<file path="config.mk">
export PLATFORM = sky130hd
export DESIGN_NAME = sd_cmd_engine
export DESIGN_NICKNAME = d
export VERILOG_FILES = /design/src/rtl/sd_cmd_pkg.sv /design/src/rtl/sd_cmd_datapath.sv /design/src/rtl/sd_cmd_ctrl.sv /design/src/rtl/sd_cmd_engine.sv
export SDC_FILE = /design/constraint.sdc
export NUM_CORES = 1
export LEC_CHECK = 0
export ABC_AREA = 1
export CAP_MARGIN = 25
export CORE_MARGIN = 8
export CORE_UTILIZATION = 60
export CTS_CLUSTER_DIAMETER = 40
export DETAILED_ROUTE_END_ITERATION = 8
export GPL_TIMING_DRIVEN = 0
export PLACE_DENSITY = 0.83
export SLEW_MARGIN = 20
export SYNTH_ARGS = -nofsm -noshare
export SYNTH_HDL_FRONTEND = slang
export SYNTH_HIERARCHICAL = 1
export SYNTH_SLANG_ARGS = --single-unit
</file>
<file path="constraint.sdc">
create_clock -name clk -period 8.4 [get_ports clk]
set_input_delay 0.84 -clock clk [delete_from_list [all_inputs] [get_ports clk]]
set_output_delay 0.84 -clock clk [all_outputs]
set_load 0.01 [all_outputs]
</file>
<file path="src/rtl/sd_cmd_pkg.sv">
package sd_cmd_pkg;

  typedef enum logic [1:0] {
    ST_IDLE,
    ST_SEND,
    ST_WAIT,
    ST_RECV
  } engState_t;

  // strobes from control to datapath, one cycle each
  typedef struct packed {
    logic txLoad;
    logic txShift;
    logic rxStart;
    logic rxShift;
    logic shortDone;
    logic longDone;
    logic timeout;
  } dpStrobe_t;

  // one serial step of CRC7, generator x^7 + x^3 + 1
  function automatic logic [6:0] crc7Step(input logic [6:0] crc, input logic din);
    logic fb;
    fb = din ^ crc[6];
    return {crc[5:0], 1'b0} ^ {3'b000, fb, 2'b00, fb};
  endfunction

endpackage

</file>
<file path="src/rtl/sd_cmd_datapath.sv">
module sd_cmd_datapath
  import sd_cmd_pkg::*;
#(
  parameter int IDX_W     = 6,
  parameter int ARG_W     = 32,
  parameter int LONG_BITS = 136
) (
  input  logic                  clk,
  input  logic                  rstN,
  input  dpStrobe_t             stb,
  input  logic                  cmdOe,
  input  logic [IDX_W-1:0]      cmdIndex,
  input  logic [ARG_W-1:0]      cmdArg,
  input  logic                  cmdIn,
  input  logic                  flagClr,
  input  logic [1:0]            flagClrData,
  output logic                  cmdOut,
  output logic [ARG_W-1:0]      respWord,
  output logic [7:0]            respByte,
  output logic [LONG_BITS-17:0] longWord,
  output logic                  crcOk,
  output logic                  crcErr,
  output logic                  toutErr
);

  localparam int CMD_BITS = IDX_W + ARG_W + 10;
  localparam int SPAN     = CMD_BITS - 8;    // bits covered by CRC7
  localparam int RX_W     = LONG_BITS - 9;   // reply minus end bit and top byte

  logic [CMD_BITS-1:0] txReg;
  logic [RX_W-1:0]     rxReg;
  logic [SPAN-1:0]     txHead;
  logic [6:0]          txCrc;
  logic [6:0]          rxCrc;
  logic                crcMatch;

  assign txHead = {2'b01, cmdIndex, cmdArg};

  always_comb begin
    txCrc = '0;
    for (int i = SPAN - 1; i >= 0; i--) txCrc = crc7Step(txCrc, txHead[i]);
  end

  // at the last bit, rxReg holds every reply bit except the end bit
  always_comb begin
    rxCrc = '0;
    for (int i = CMD_BITS - 2; i >= 7; i--) rxCrc = crc7Step(rxCrc, rxReg[i]);
  end

  assign crcMatch = (rxCrc == rxReg[6:0]);
  assign cmdOut   = cmdOe ? txReg[CMD_BITS-1] : 1'b1;

  always_ff @(posedge clk or negedge rstN) begin
    if (!rstN) begin
      txReg    <= '1;
      rxReg    <= '0;
      respWord <= '0;
      respByte <= '0;
      longWord <= '0;
      crcOk    <= 1'b0;
      crcErr   <= 1'b0;
      toutErr  <= 1'b0;
    end else begin
      if (stb.txLoad)       txReg <= {txHead, txCrc, 1'b1};
      else if (stb.txShift) txReg <= {txReg[CMD_BITS-2:0], 1'b1};

      if (stb.rxStart || stb.rxShift) rxReg <= {rxReg[RX_W-2:0], cmdIn};

      if (stb.shortDone) begin
        respWord <= rxReg[CMD_BITS-2 -: ARG_W];
        respByte <= rxReg[CMD_BITS-2-ARG_W -: 8];
        crcOk    <= crcMatch;
      end
      if (stb.longDone) longWord <= rxReg[RX_W-1:7];

      if (stb.shortDone && !crcMatch)     crcErr <= 1'b1;
      else if (flagClr && flagClrData[0]) crcErr <= 1'b0;

      if (stb.timeout)                    toutErr <= 1'b1;
      else if (flagClr && flagClrData[1]) toutErr <= 1'b0;
    end
  end

endmodule

</file>
<file path="src/rtl/sd_cmd_ctrl.sv">
module sd_cmd_ctrl
  import sd_cmd_pkg::*;
#(
  parameter int TOUT_W     = 24,
  parameter int CMD_BITS   = 48,
  parameter int LONG_BITS  = 136,
  parameter int RST_CYCLES = 3
) (
  input  logic              clk,
  input  logic              rstN,
  input  logic              ctlWr,
  input  logic [3:0]        ctlWData,
  input  logic [TOUT_W-1:0] toutValue,
  input  logic              cmdIn,
  output dpStrobe_t         stb,
  output logic              cmdOe,
  output logic              cmdBusy,
  output logic              respBusy,
  output logic              longBusy,
  output logic              engRstBusy
);

  localparam int CNT_W = $clog2(LONG_BITS + 1);
  localparam int RST_W = $clog2(RST_CYCLES + 1);
  localparam logic [CNT_W-1:0] SHORT_LAST = CNT_W'(CMD_BITS - 1);
  localparam logic [CNT_W-1:0] LONG_LAST  = CNT_W'(LONG_BITS - 1);

  engState_t         state;
  logic              cmdEn, respEn, longEn, engRst;
  logic [RST_W-1:0]  rstCnt;
  logic [CNT_W-1:0]  bitCnt;
  logic [TOUT_W-1:0] waitCnt;
  logic              rstReq, live, lastBit, toHit;

  assign rstReq  = ctlWr && ctlWData[3];
  assign live    = !engRst && !rstReq;
  assign lastBit = (bitCnt == (longEn ? LONG_LAST : SHORT_LAST));
  assign toHit   = (toutValue != '0) && (waitCnt == toutValue - 1'b1);

  always_comb begin
    stb           = '0;
    stb.txLoad    = live && (state == ST_IDLE) && cmdEn;
    stb.txShift   = live && (state == ST_SEND);
    stb.rxStart   = live && (state == ST_WAIT) && !cmdIn;
    stb.timeout   = live && (state == ST_WAIT) && cmdIn && toHit;
    stb.rxShift   = live && (state == ST_RECV);
    stb.shortDone = stb.rxShift && lastBit && !longEn;
    stb.longDone  = stb.rxShift && lastBit && longEn;
  end

  assign cmdOe      = (state == ST_SEND);
  assign cmdBusy    = cmdEn;
  assign respBusy   = respEn;
  assign longBusy   = longEn;
  assign engRstBusy = engRst;

  always_ff @(posedge clk or negedge rstN) begin
    if (!rstN) begin
      state   <= ST_IDLE;
      cmdEn   <= 1'b0;
      respEn  <= 1'b0;
      longEn  <= 1'b0;
      engRst  <= 1'b0;
      rstCnt  <= '0;
      bitCnt  <= '0;
      waitCnt <= '0;
    end else if (rstReq) begin
      state  <= ST_IDLE;
      cmdEn  <= 1'b0;
      respEn <= 1'b0;
      longEn <= 1'b0;
      engRst <= 1'b1;
      rstCnt <= RST_W'(RST_CYCLES - 1);
    end else if (engRst) begin
      if (rstCnt == '0) engRst <= 1'b0;
      else              rstCnt <= rstCnt - 1'b1;
    end else begin
      if (ctlWr) begin
        if (ctlWData[0]) cmdEn  <= 1'b1;
        if (ctlWData[1]) respEn <= 1'b1;
        if (ctlWData[2]) longEn <= 1'b1;
      end
      unique case (state)
        ST_IDLE: begin
          if (stb.txLoad) begin
            state  <= ST_SEND;
            bitCnt <= '0;
          end else if (respEn || longEn) begin
            state   <= ST_WAIT;
            waitCnt <= '0;
          end
        end
        ST_SEND: begin
          if (bitCnt == SHORT_LAST) begin
            cmdEn   <= 1'b0;
            bitCnt  <= '0;
            waitCnt <= '0;
            state   <= (respEn || longEn) ? ST_WAIT : ST_IDLE;
          end else begin
            bitCnt <= bitCnt + 1'b1;
          end
        end
        ST_WAIT: begin
          if (stb.rxStart) begin
            state  <= ST_RECV;
            bitCnt <= CNT_W'(1);
          end else if (stb.timeout) begin
            state  <= ST_IDLE;
            respEn <= 1'b0;
            longEn <= 1'b0;
          end else begin
            waitCnt <= waitCnt + 1'b1;
          end
        end
        ST_RECV: begin
          if (lastBit) begin
            state  <= ST_IDLE;
            respEn <= 1'b0;
            longEn <= 1'b0;
          end else begin
            bitCnt <= bitCnt + 1'b1;
          end
        end
        default: state <= ST_IDLE;
      endcase
    end
  end

endmodule

</file>
<file path="src/rtl/sd_cmd_engine.sv">
module sd_cmd_engine
  import sd_cmd_pkg::*;
#(
  parameter int IDX_W      = 6,
  parameter int ARG_W      = 32,
  parameter int TOUT_W     = 24,
  parameter int LONG_BITS  = 136,
  parameter int RST_CYCLES = 3
) (
  input  logic                  clk,
  input  logic                  rstN,
  input  logic                  ctlWr,
  input  logic [3:0]            ctlWData,
  input  logic                  flagClr,
  input  logic [1:0]            flagClrData,
  input  logic [IDX_W-1:0]      cmdIndex,
  input  logic [ARG_W-1:0]      cmdArg,
  input  logic [TOUT_W-1:0]     toutValue,
  input  logic                  cmdIn,
  output logic                  cmdOut,
  output logic                  cmdOe,
  output logic                  cmdBusy,
  output logic                  respBusy,
  output logic                  longBusy,
  output logic                  engRstBusy,
  output logic [ARG_W-1:0]      respWord,
  output logic [7:0]            respByte,
  output logic [LONG_BITS-17:0] longWord,
  output logic                  crcOk,
  output logic                  crcErr,
  output logic                  toutErr
);

  localparam int CMD_BITS = IDX_W + ARG_W + 10;

  dpStrobe_t stb;

  sd_cmd_ctrl #(
    .TOUT_W(TOUT_W), .CMD_BITS(CMD_BITS), .LONG_BITS(LONG_BITS), .RST_CYCLES(RST_CYCLES)
  ) u_ctrl (
    .clk(clk), .rstN(rstN), .ctlWr(ctlWr), .ctlWData(ctlWData),
    .toutValue(toutValue), .cmdIn(cmdIn), .stb(stb), .cmdOe(cmdOe),
    .cmdBusy(cmdBusy), .respBusy(respBusy), .longBusy(longBusy),
    .engRstBusy(engRstBusy)
  );

  sd_cmd_datapath #(
    .IDX_W(IDX_W), .ARG_W(ARG_W), .LONG_BITS(LONG_BITS)
  ) u_dp (
    .clk(clk), .rstN(rstN), .stb(stb), .cmdOe(cmdOe), .cmdIndex(cmdIndex),
    .cmdArg(cmdArg), .cmdIn(cmdIn), .flagClr(flagClr), .flagClrData(flagClrData),
    .cmdOut(cmdOut), .respWord(respWord), .respByte(respByte), .longWord(longWord),
    .crcOk(crcOk), .crcErr(crcErr), .toutErr(toutErr)
  );

endmodule

</file>
# Yosys cells after proc, flatten, opt, wreduce, memory -nomap -nowiden
# Cells that the tools add are included.
# totals
regBits	378
in_bits	73
output_inout_bits	169
wordCells	286
# op_classes
n_addsub	4
n_eq_ne	21
mux	57
bitwise	152
n_reduce_logical	36
# op_table
op	count
7-bit by 4-bit XOR with 7-bit output	74
24-bit two-way mux	5
48-bit two-way mux	2
24-bit case mux with 3 select lines	1
1-bit XOR	72
8-bit two-way mux	5
8-bit case mux with 4 select lines	1
1-bit two-way mux	28
24-bit by 1-bit adder with 24-bit output (second input constant)	1
24-bit equality test	1
2-bit two-way mux	12
24-bit nonzero test	1
24-bit by 1-bit subtractor with 24-bit output (second input constant)	1
1-bit logical AND	17
2-bit inequality test (second input constant)	8
5-bit AND reduction	2
8-bit by 1-bit adder with 8-bit output (second input constant)	1
8-bit by 6-bit equality test with 1-bit output (second input constant)	1
8-bit equality test	1
2-bit case mux with 4 select lines	1
8-bit AND reduction	1
2-bit nonzero test	4
7-bit equality test	1
6-bit by 4-bit XOR with 6-bit output	1
other kinds (17)	28

# Longest topological paths before layout
# Gate-level depths: netlist of run 1.
# logic_depth
ltp_word	80
depth_mapped	33
depth_no_buf	33

# Cells and area by module
# The synthesis of run 1 kept the hierarchy.
# by_module_without_submodules
module	n_inst	cells_per_inst	area_each_um2	seq_area_each_um2
sd_cmd_datapath	1	1695	14660.3	8491.9
sd_cmd_ctrl	1	600	3808.7	1001.0

# Least setup slack after synthesis of run 1
# No wires, ideal clock.
# synth_path
kind	input -> register
startpoint	input cmdArg[29]
endpoint	register u_dp.txReg[4]
setup_ns	0.077
t_arrival_ns	3.055
required_ns	8.323
path_slack_ns	5.269
stages	15
n_path_buf	0
cell_sequence	xor2_1 > xnor2_1 > xor2_1 > xor2_1 > nand2_1 > nand2_1 > xor2_1 > xor2_1 > xor2_1 > inv_1 > or2_2 > nand2_1 > nand2_1 > nand3_1 > nand2_1
# synth_between
elab_chain_len	37
elab_cells_between_ends	46
cone_classes	mux: 1; bitwise: 45
# synth_lines
element	line	text
start, declared	sd_cmd_engine.sv:17	input logic [ARG_W-1:0] cmdArg,
1-bit XOR (*)	sd_cmd_pkg.sv:24	fb = din ^ crc[6];
7-bit by 4-bit XOR with 7-bit output (*) (4 in series)	sd_cmd_pkg.sv:25	return {crc[5:0], 1'b0} ^ {3'b000, fb, 2'b00, fb};
1-bit XOR or 7-bit by 4-bit XOR with 7-bit output (tied branches)	sd_cmd_pkg.sv:24, sd_cmd_pkg.sv:25	
7-bit by 4-bit XOR with 7-bit output (*) (4 in series)	sd_cmd_pkg.sv:25	
1-bit XOR or 7-bit by 4-bit XOR with 7-bit output (tied branches)	sd_cmd_pkg.sv:24, sd_cmd_pkg.sv:25	
7-bit by 4-bit XOR with 7-bit output (*) (4 in series)	sd_cmd_pkg.sv:25	
1-bit XOR or 7-bit by 4-bit XOR with 7-bit output (tied branches)	sd_cmd_pkg.sv:24, sd_cmd_pkg.sv:25	
7-bit by 4-bit XOR with 7-bit output (*) (7 in series)	sd_cmd_pkg.sv:25	
1-bit XOR or 7-bit by 4-bit XOR with 7-bit output (tied branches)	sd_cmd_pkg.sv:24, sd_cmd_pkg.sv:25	
7-bit by 4-bit XOR with 7-bit output (*) (7 in series)	sd_cmd_pkg.sv:25	
1-bit XOR or 7-bit by 4-bit XOR with 7-bit output (tied branches)	sd_cmd_pkg.sv:24, sd_cmd_pkg.sv:25	
7-bit by 4-bit XOR with 7-bit output (*) (4 in series)	sd_cmd_pkg.sv:25	
48-bit two-way mux (*)	sd_cmd_datapath.sv:64	if (stb.txLoad) txReg <= {txHead, txCrc, 1'b1};
end signal, assigned	sd_cmd_datapath.sv:64	
end signal, assigned	sd_cmd_datapath.sv:65	else if (stb.txShift) txReg <= {txReg[CMD_BITS-2:0], 1'b1};
end, declared	sd_cmd_datapath.sv:30	logic [CMD_BITS-1:0] txReg;
# Every way passes the cells marked *; elsewhere a longest branch is shown, timed or not.
# A chain may end at the register's enable or synchronous reset.

# Worst setup path in the final report of run 1
# layout_path
startpoint	input cmdIndex[5]
endpoint	register u_dp.txReg[4]
# layout_between
elab_chain_len	45
elab_cells_between_ends	60
cone_classes	mux: 1; bitwise: 59
# layout_lines
element	line	text
start, declared	sd_cmd_engine.sv:16	input logic [IDX_W-1:0] cmdIndex,
6-bit by 4-bit XOR with 6-bit output (*)	sd_cmd_pkg.sv:25	
7-bit by 4-bit XOR with 7-bit output (*) (2 in series)	sd_cmd_pkg.sv:25	
1-bit XOR or 7-bit by 4-bit XOR with 7-bit output (tied branches)	sd_cmd_pkg.sv:24, sd_cmd_pkg.sv:25	
7-bit by 4-bit XOR with 7-bit output (*) (4 in series)	sd_cmd_pkg.sv:25	
1-bit XOR or 7-bit by 4-bit XOR with 7-bit output (tied branches)	sd_cmd_pkg.sv:24, sd_cmd_pkg.sv:25	
7-bit by 4-bit XOR with 7-bit output (*) (4 in series)	sd_cmd_pkg.sv:25	
1-bit XOR or 7-bit by 4-bit XOR with 7-bit output (tied branches)	sd_cmd_pkg.sv:24, sd_cmd_pkg.sv:25	
7-bit by 4-bit XOR with 7-bit output (*) (4 in series)	sd_cmd_pkg.sv:25	
1-bit XOR or 7-bit by 4-bit XOR with 7-bit output (tied branches)	sd_cmd_pkg.sv:24, sd_cmd_pkg.sv:25	
7-bit by 4-bit XOR with 7-bit output (*) (4 in series)	sd_cmd_pkg.sv:25	
1-bit XOR or 7-bit by 4-bit XOR with 7-bit output (tied branches)	sd_cmd_pkg.sv:24, sd_cmd_pkg.sv:25	
7-bit by 4-bit XOR with 7-bit output (*) (7 in series)	sd_cmd_pkg.sv:25	
1-bit XOR or 7-bit by 4-bit XOR with 7-bit output (tied branches)	sd_cmd_pkg.sv:24, sd_cmd_pkg.sv:25	
7-bit by 4-bit XOR with 7-bit output (*) (7 in series)	sd_cmd_pkg.sv:25	
1-bit XOR or 7-bit by 4-bit XOR with 7-bit output (tied branches)	sd_cmd_pkg.sv:24, sd_cmd_pkg.sv:25	
7-bit by 4-bit XOR with 7-bit output (*) (4 in series)	sd_cmd_pkg.sv:25	
48-bit two-way mux (*)	sd_cmd_datapath.sv:64	
# Marked as above.

==> impl_results.md, run 1 <==
- Internal cell power: roughly 3.9 mW
- DRT iter0 DRCs: around 1300
- Fin nets: about 2700
- Crit Path Category: input pin to flip-flop
- Residual DRC count: 1
- Final Setup Violations: 0
- Number of synthesized flops with an enable pin: 0
- Pre-CTS setup slack: around 4200 ps
- CP Launch Type: input pin
- Power density cells: between 200 and 300 mW/mm2
- CP endpoint kind: flip-flop
- Die ar.: approximately 0.037 mm2
- Post-route ant nets: 0
- Filler cell count: about 2200
- Root Driver: clkbuf_16
- Most frequent cells in the layout: 577 x nand2_1, 330 x dfrtp_1, 281 x inv_1
- Final Non-Filler Cells: just over 3000
- Arr. time, crit path: a little over 4000 ps
- Max Slew Vio Count: 0
- Ratio of final minimum period to clock period: 0.4371
- Clock buffer depth: 3
- # diodes: 0
- Layout area overhead: 25.20%
- Chip Width: between 150 and 200 um
- Clock share of power: 0.355
- Core outline area: between 0.03 and 0.04 mm2
- Die height: between 150 and 200 um
- Max FO, Critical Path: 3
- H-tree levels: 2
- Distinct cells, synth: between 40 and 50
- Multi-input logic area: 0.007522 mm2
- Routed len/inst: around 17 um
- Final hold vios: 0
- Share of cells above drive strength 1: 0.08102
- Input/output buffers: ~240
- Ys Warns: 6
- WL final: ~52000 um
- Synth Area per Inst: about 8.0 um2
- Total Routing Usage GR: 0.2763
- Placer Congestion: between 0.9 and 1
- Dpl cells: roughly 3000
- Via-to-Cell Ratio: ~5.5
- Switching power: 2.010 mW
- Post-Syn Instances: around 2300
- Async S/R FF share, synth: 1.000
- Vias in the first global route: 16507
- Largest net degree at the start of global routing: between 100 and 150
- Clock Skew: just over 20 ps
- Mapped Area: approximately 0.018 mm2
- Vias: 16567
- Initial antenna violation count: 0
- Max-Cap Viols: 0
- Commonest non-fill, non-tap cell in the layout: nand2_1
- Hold crit path type: input pin to asynchronous set/reset pin
- Clock sink total: approximately 380
- Unrepaired setup endpoints after global routing: no
- Post-CTS setup buffers: 0
- Drt pass-1 iters: 9
- CTS tree: yes
- Global-route wire length before repair: a little over 80000 um
- Final non-filler cell area: 0.02312 mm2
- Yosys reg bits: around 380
- Least-Margin Pin Slew: 909.0 ps
- Register area: around 0.0095 mm2
- Ports: around 240
- Failing checks: DRC
- Sw Share: 0.3421
- Worst EP required: a little under 9000 ps
- Prevailing post-synth register cell: dfrtp_1
- # rows: 64
- Max-Slew Margin vs Limit: 0.3940
- Initial core utilization: 0.6069
- Post-layout min period: about 3700 ps
- Total congestion overflow: 0
- Worst vdd ir: roughly 170 uV
- Lkg Pwr: ~11 nW
- Clk pin slew, worst setup/hold paths: ~60 ps
- DP HPWL: 36680 um
- Logic pwr share: 0.269
- Total CTS buffers: 48
- Post_cts resized: 0
- Worst-skew pair later-pin latency: 560 ps
- Post-DP Area: ~0.021 mm2
- Setup WS post-layout: 4729 ps
- Post-synthesis sequential area ratio: 0.5140
- Outcome: finished with violations
- Syn Nets: 2373
- Achievable Freq: ~270 MHz
- Hold buffers post-CTS: 0
- Sequential share of power: 0.376
[worst paths after layout]
path                                      end  slack [ps]  depth (start not counted)             start
max                             u_dp/txReg[4]        4730                         17       cmdIndex[5]
min                         u_ctrl/waitCnt[8]         310                          1              rstN
max reg2reg                u_dp/longWord[104]        4790                         14  u_ctrl/bitCnt[0]
min reg2reg                    u_dp/txReg[46]         480                          2    u_dp/txReg[46]
max in group asynchronous   u_dp/longWord[84]        6750                          3              rstN
min in group clk               u_dp/txReg[46]         480                          2    u_dp/txReg[46]
[cell families after synthesis]
family                     count (synthesis)  synth area share
and+or+nand+nor                         1036            0.2364
buffers and inverters                    376           0.07872
DFF                                      377            0.5140
adders and majority gates                  5          0.003387
xor gates and xnor gates                  96           0.04674
muxes                                      2          0.001219
AOI/OAI and AO/OA                        403            0.1196
[sequential cells by signal (all words and copies together) (netlist names)]
signal and cells:
u_ctrl/bitCnt 8, u_ctrl/cmdBusy 1, u_ctrl/engRstBusy 1, u_ctrl/longBusy 1, u_ctrl/respBusy 1, u_ctrl/rstCnt 2, u_ctrl/state 2, u_ctrl/waitCnt 24
u_dp/crcErr 1, u_dp/crcOk 1, u_dp/longWord 120, u_dp/respByte 8, u_dp/respWord 32, u_dp/rxReg 127, u_dp/toutErr 1, u_dp/txReg 47
[Yosys cell counts, types with 13 or more instances]
| master | n | area (um2) |
|---|---|---|
| nand2_1 | 577 | 2166 |
| dfrtp_1 | 330 | 8258 |
| inv_1 | 281 | 1055 |
| nor2_1 | 228 | 855.8 |
| o21ai_0 | 188 | 940.9 |
| a21oi_1 | 147 | 735.7 |
| nand3_1 | 141 | 705.7 |
| clkbuf_1 | 74 | 277.8 |
| xor2_1 | 66 | 578.1 |
| dfstp_2 | 47 | 1235 |
| xnor2_1 | 27 | 236.5 |
| o211ai_1 | 18 | 135.1 |
| nand4_1 | 17 | 106.4 |
| nand2_2 | 16 | 100.1 |
| o21ai_2 | 15 | 131.4 |
| nor3_1 | 13 | 65.06 |
| o221ai_1 | 13 | 113.9 |
[per-stage QoR]
stage	hold slack [ps]	TNS, ps	utilization	total power [mW]
floorplan	447.6	0	-	3.331
detailed placement	470.5	0	0.7056	3.783
global route	379.1	0	0.7599	6.179
CTS	341.8	0	0.7599	5.882
global placement	461.4	-3316730	0.7025	3.733
finish	308.7	0	0.7599	5.875
[critical path: stages]
cell,delay (ps)
clkdlybuf4s50_1,520
xnor2_1,200
xnor2_1,340
xor2_1,220
xor2_1,340
inv_1,80
nand2_1,70
nand2_1,80
xor2_1,160
xor2_1,280
xor2_1,290
inv_1,90
or2_2,310
nand2_1,90
nand2_1,60
nand3_1,90
nand2_1,80
[power groups by stage]
stage	combinational (mW)	sequential (mW)	clock, mW
finish	1.58	2.21	2.08
detailed placement	1.55	2.23	0
global route	1.76	2.23	2.19
CTS	1.57	2.20	2.11
global placement	1.50	2.23	0
floorplan	1.14	2.19	0
[routing by layer]
layer	track usage	share of wire
met5	0	0
met2	0.4587	0.48
met3	0.05856	0.076
met4	0.09414	0.028
met1	0.3562	0.41
[layout make-up]
cell class | instances | share of cell area
sequential | 377 | 0.4105
multi-input combinational | 1542 | 0.3253
timing repair buffer | 245 | 0.1084
clock buffer | 56 | 0.05546
inverter | 287 | 0.04670
tap | 396 | 0.02143
buffer | 89 | 0.01618
clock inverter | 33 | 0.01596
(Power assumes the default switching activity.)
==> run 2: changes to the inputs <==
--- a/config.mk
+++ b/config.mk
@@ -8,11 +8,11 @@
 export ABC_AREA = 1
 export CAP_MARGIN = 25
 export CORE_MARGIN = 8
-export CORE_UTILIZATION = 60
+export CORE_UTILIZATION = 56
 export CTS_CLUSTER_DIAMETER = 40
 export DETAILED_ROUTE_END_ITERATION = 8
 export GPL_TIMING_DRIVEN = 0
-export PLACE_DENSITY = 0.83
+export PLACE_DENSITY = 0.78
 export SLEW_MARGIN = 20
 export SYNTH_ARGS = -nofsm -noshare
 export SYNTH_HDL_FRONTEND = slang
==> constraint.sdc (replaced) <==
create_clock -name clk -period 3.7 [get_ports clk]
set_input_delay 0.37 -clock clk [delete_from_list [all_inputs] [get_ports clk]]
set_output_delay 0.37 -clock clk [all_outputs]
set_load 0.01 [all_outputs]
==> run 2 against run 1 <==
Net effect:
- the run now ends clean
- core utilization is 4.5 points lower
- register-to-register slack worse by 4500 ps
- non-clock buffer count is 2 higher
- sequential cell count stayed put
- highest routed layer unchanged
==> impl_results.md, run 2 (synthesis results as in run 1) <==
- Ports: ~240
- Fin nets: 2671
- Vias in the first global route: roughly 17000
- Routed len/inst: 16.70 um
- Worst vdd ir: about 550 uV
- CTS tree: yes
- Global-route met1 utilization: 0.3358
- CP Launch Type: flip-flop
- Drt pass-1 iters: 6
- CP Cell Sequence: ha_1 > nand2_1 > nor3_1 > nand4_1 > nor2_1 > a21oi_1 > nor2_1 > inv_1 > nor3_1 > clkbuf_1 > clkbuf_2 > clkbuf_1 > nor2_1 > a21oi_1
- WL final: just over 50000 um
- Ratio of final minimum period to clock period: 0.9340
- Commonest non-fill, non-tap cell in the layout: nand2_1
- Setup WS post-layout: between 200 and 250 ps
- Via-to-Cell Ratio: about 5.4
- Max-Cap Viols: 0
- Vias: 16475
- Clock sink total: ~380
- Layout area overhead: 26.02%
- DP HPWL: around 37000 um
- Largest delay share family, worst path: simple AND/OR/NAND/NOR gates
- Total CTS buffers: 49
- Placer Congestion: between 0.9 and 1
- Filler cell count: between 2000 and 3000
- Input/output buffers: between 200 and 250
- Outcome: finished, final reports clean
- Root Driver: clkbuf_16
- Residual DRC count: 0
- Final non-filler cell area: ~0.023 mm2
- Pre-CTS setup slack: -40.34 ps
- Die height: roughly 200 um
- Achievable Freq: approximately 290 MHz
- Most used cell, CP: nor2_1
- Setup TNS: 0 ps
- H-tree levels: 2
- Crit Path Category: flip-flop to flip-flop
- Max Slew Vio Count: 0
- # diodes: 0
- CP endpoint kind: flip-flop
- Post-DP Area: ~0.022 mm2
- Total Routing Usage GR: 0.2631
- Least-Margin Pin Slew: 796.3 ps
- Post-route ant nets: 0
- Largest net degree at the start of global routing: between 100 and 150
- Hold crit path type: input pin to asynchronous set/reset pin
- Core outline area: roughly 0.033 mm2
- R2r setup slk: ~240 ps
- Clk pin slew, worst setup/hold paths: 70 ps
- Unrepaired setup endpoints after global routing: yes
- Final hold vios: 0
- Largest Register: u_dp/rxReg
- Routing usage on met2: 0.4348
- Max reg flops: about 130
- Worst EP required: ~4200 ps
- Chip Width: around 200 um
- Critical path buffers and inverters: 4
- Largest stage delay on the critical path: approximately 410 ps
- Most frequent cells in the layout: 573 x nand2_1, 327 x dfrtp_1, 274 x inv_1
- Share of cells above drive strength 1: 0.08932
- Power density cells: roughly 570 mW/mm2
- Arr. time, crit path: between 3000 and 4000 ps
- # rows: 66
- Max-Slew Margin vs Limit: 0.4685
- Global-route wire length before repair: about 84000 um
- Clock buffer depth: 3
- Initial antenna violation count: 0
- Post-layout min period: between 3000 and 4000 ps
- Grt met3 use: 0.06559
- Initial core utilization: 0.5676
- DRT iter0 DRCs: between 1000 and 1500
- Die ar.: between 0.03 and 0.04 mm2
- Worst-skew pair later-pin latency: around 560 ps
- Slowest library cell on the worst path: nor3_1
- Hold Worst Slack: between 200 and 300 ps
- Max FO, Critical Path: 10
- Final Total Pwr: 13.36 mW
- Clock Skew: between 20 and 25 ps
- Largest regs: u_dp/rxReg x127, u_dp/longWord x120, u_dp/txReg x47
- Final Setup Violations: 0
- GRT busiest layer: met2
- Total congestion overflow: 0
- Lkg Pwr: between 10 and 15 nW
run 2: changes by cell type in the layout (fill, tap and decap cells not counted), moves of 2 or more:
| cell | delta |
|---|---|
| clkbuf_1 | -3 |
| clkbuf_2 | +2 |
| clkinv_2 | -5 |
| clkinvlp_4 | +4 |
| dfrtp_1 | -3 |
| dfrtp_2 | +3 |
| inv_1 | -7 |
| inv_2 | +6 |
| nand2_1 | -4 |
| nand2_2 | +4 |
| nor2_1 | -3 |
| nor2_2 | +3 |
run 2: cell type report:
class / count / area (um2) / area share
Inverter: 287 / 1082 / 0.04650
Buffer: 89 / 376.6 / 0.01618
Clock buffer: 55 / 1290 / 0.05542
Multi-Input combinational cell: 1542 / 7545 / 0.3242
Clock inverter: 34 / 386.6 / 0.01661
Sequential cell: 377 / 9497 / 0.4080
Timing Repair Buffer: 247 / 2545 / 0.1093
Tap cell: 442 / 553.0 / 0.02376
run 2: power breakdown:
| part | internal (mW) | switching (mW) | leakage, nW | total (mW) |
|---|---|---|---|---|
| logic | 1.27 | 2.29 | 4.67 | 3.56 |
| registers | 4.69 | 0.312 | 5.06 | 5.00 |
| clock network | 2.85 | 1.95 | 0.797 | 4.80 |
run 2: path summary, 6_finish.rpt:
path,start,depth (start not counted),to
setup reg to reg,u_ctrl/bitCnt[0],14,u_dp/longWord[63]
hold reg to reg,u_dp/toutErr,1,u_dp/toutErr
max in group asynchronous,rstN,4,u_dp/rxReg[46]
hold / removal,rstN,2,u_dp/rxReg[5]
min in group clk,cmdArg[17],3,u_dp/txReg[25]
setup / recovery,u_ctrl/bitCnt[0],14,u_dp/longWord[63]
run 2: worst reg2reg max path, stage by stage (launching register included):
cell and delay (ps):
dfrtp_1 400, ha_1 190, nand2_1 100, nor3_1 210, nand4_1 210, nor2_1 170, a21oi_1 80, nor2_1 110
inv_1 90, nor3_1 410, clkbuf_1 300, clkbuf_2 390, clkbuf_1 410, nor2_1 120, a21oi_1 180
run 2: timing repair:
action,4_1_cts,5_1_grt
setup buffers,0,1
endpoints found under the hold margin,28,0
setup endpoints to repair,0,121
resized for setup,0,23
hold buffers,1,0
run 2: routing by layer:
metal / vias to the layer above / wire, um
met5: - / 0
met4: 0 / 1300
met3: 114 / 4111
met2: 570 / 24520
met1: 7894 / 21390
li1: 7897 / -
run 2: stage by stage:
step | instances | util
6_report | 3073 | 0.7154
3_5_place_dp | 2982 | 0.6624
5_1_grt | 3073 | 0.7154
3_3_place_gp | 2978 | 0.6588
4_1_cts | 3072 | 0.7142
2_1_floorplan | 2295 | -
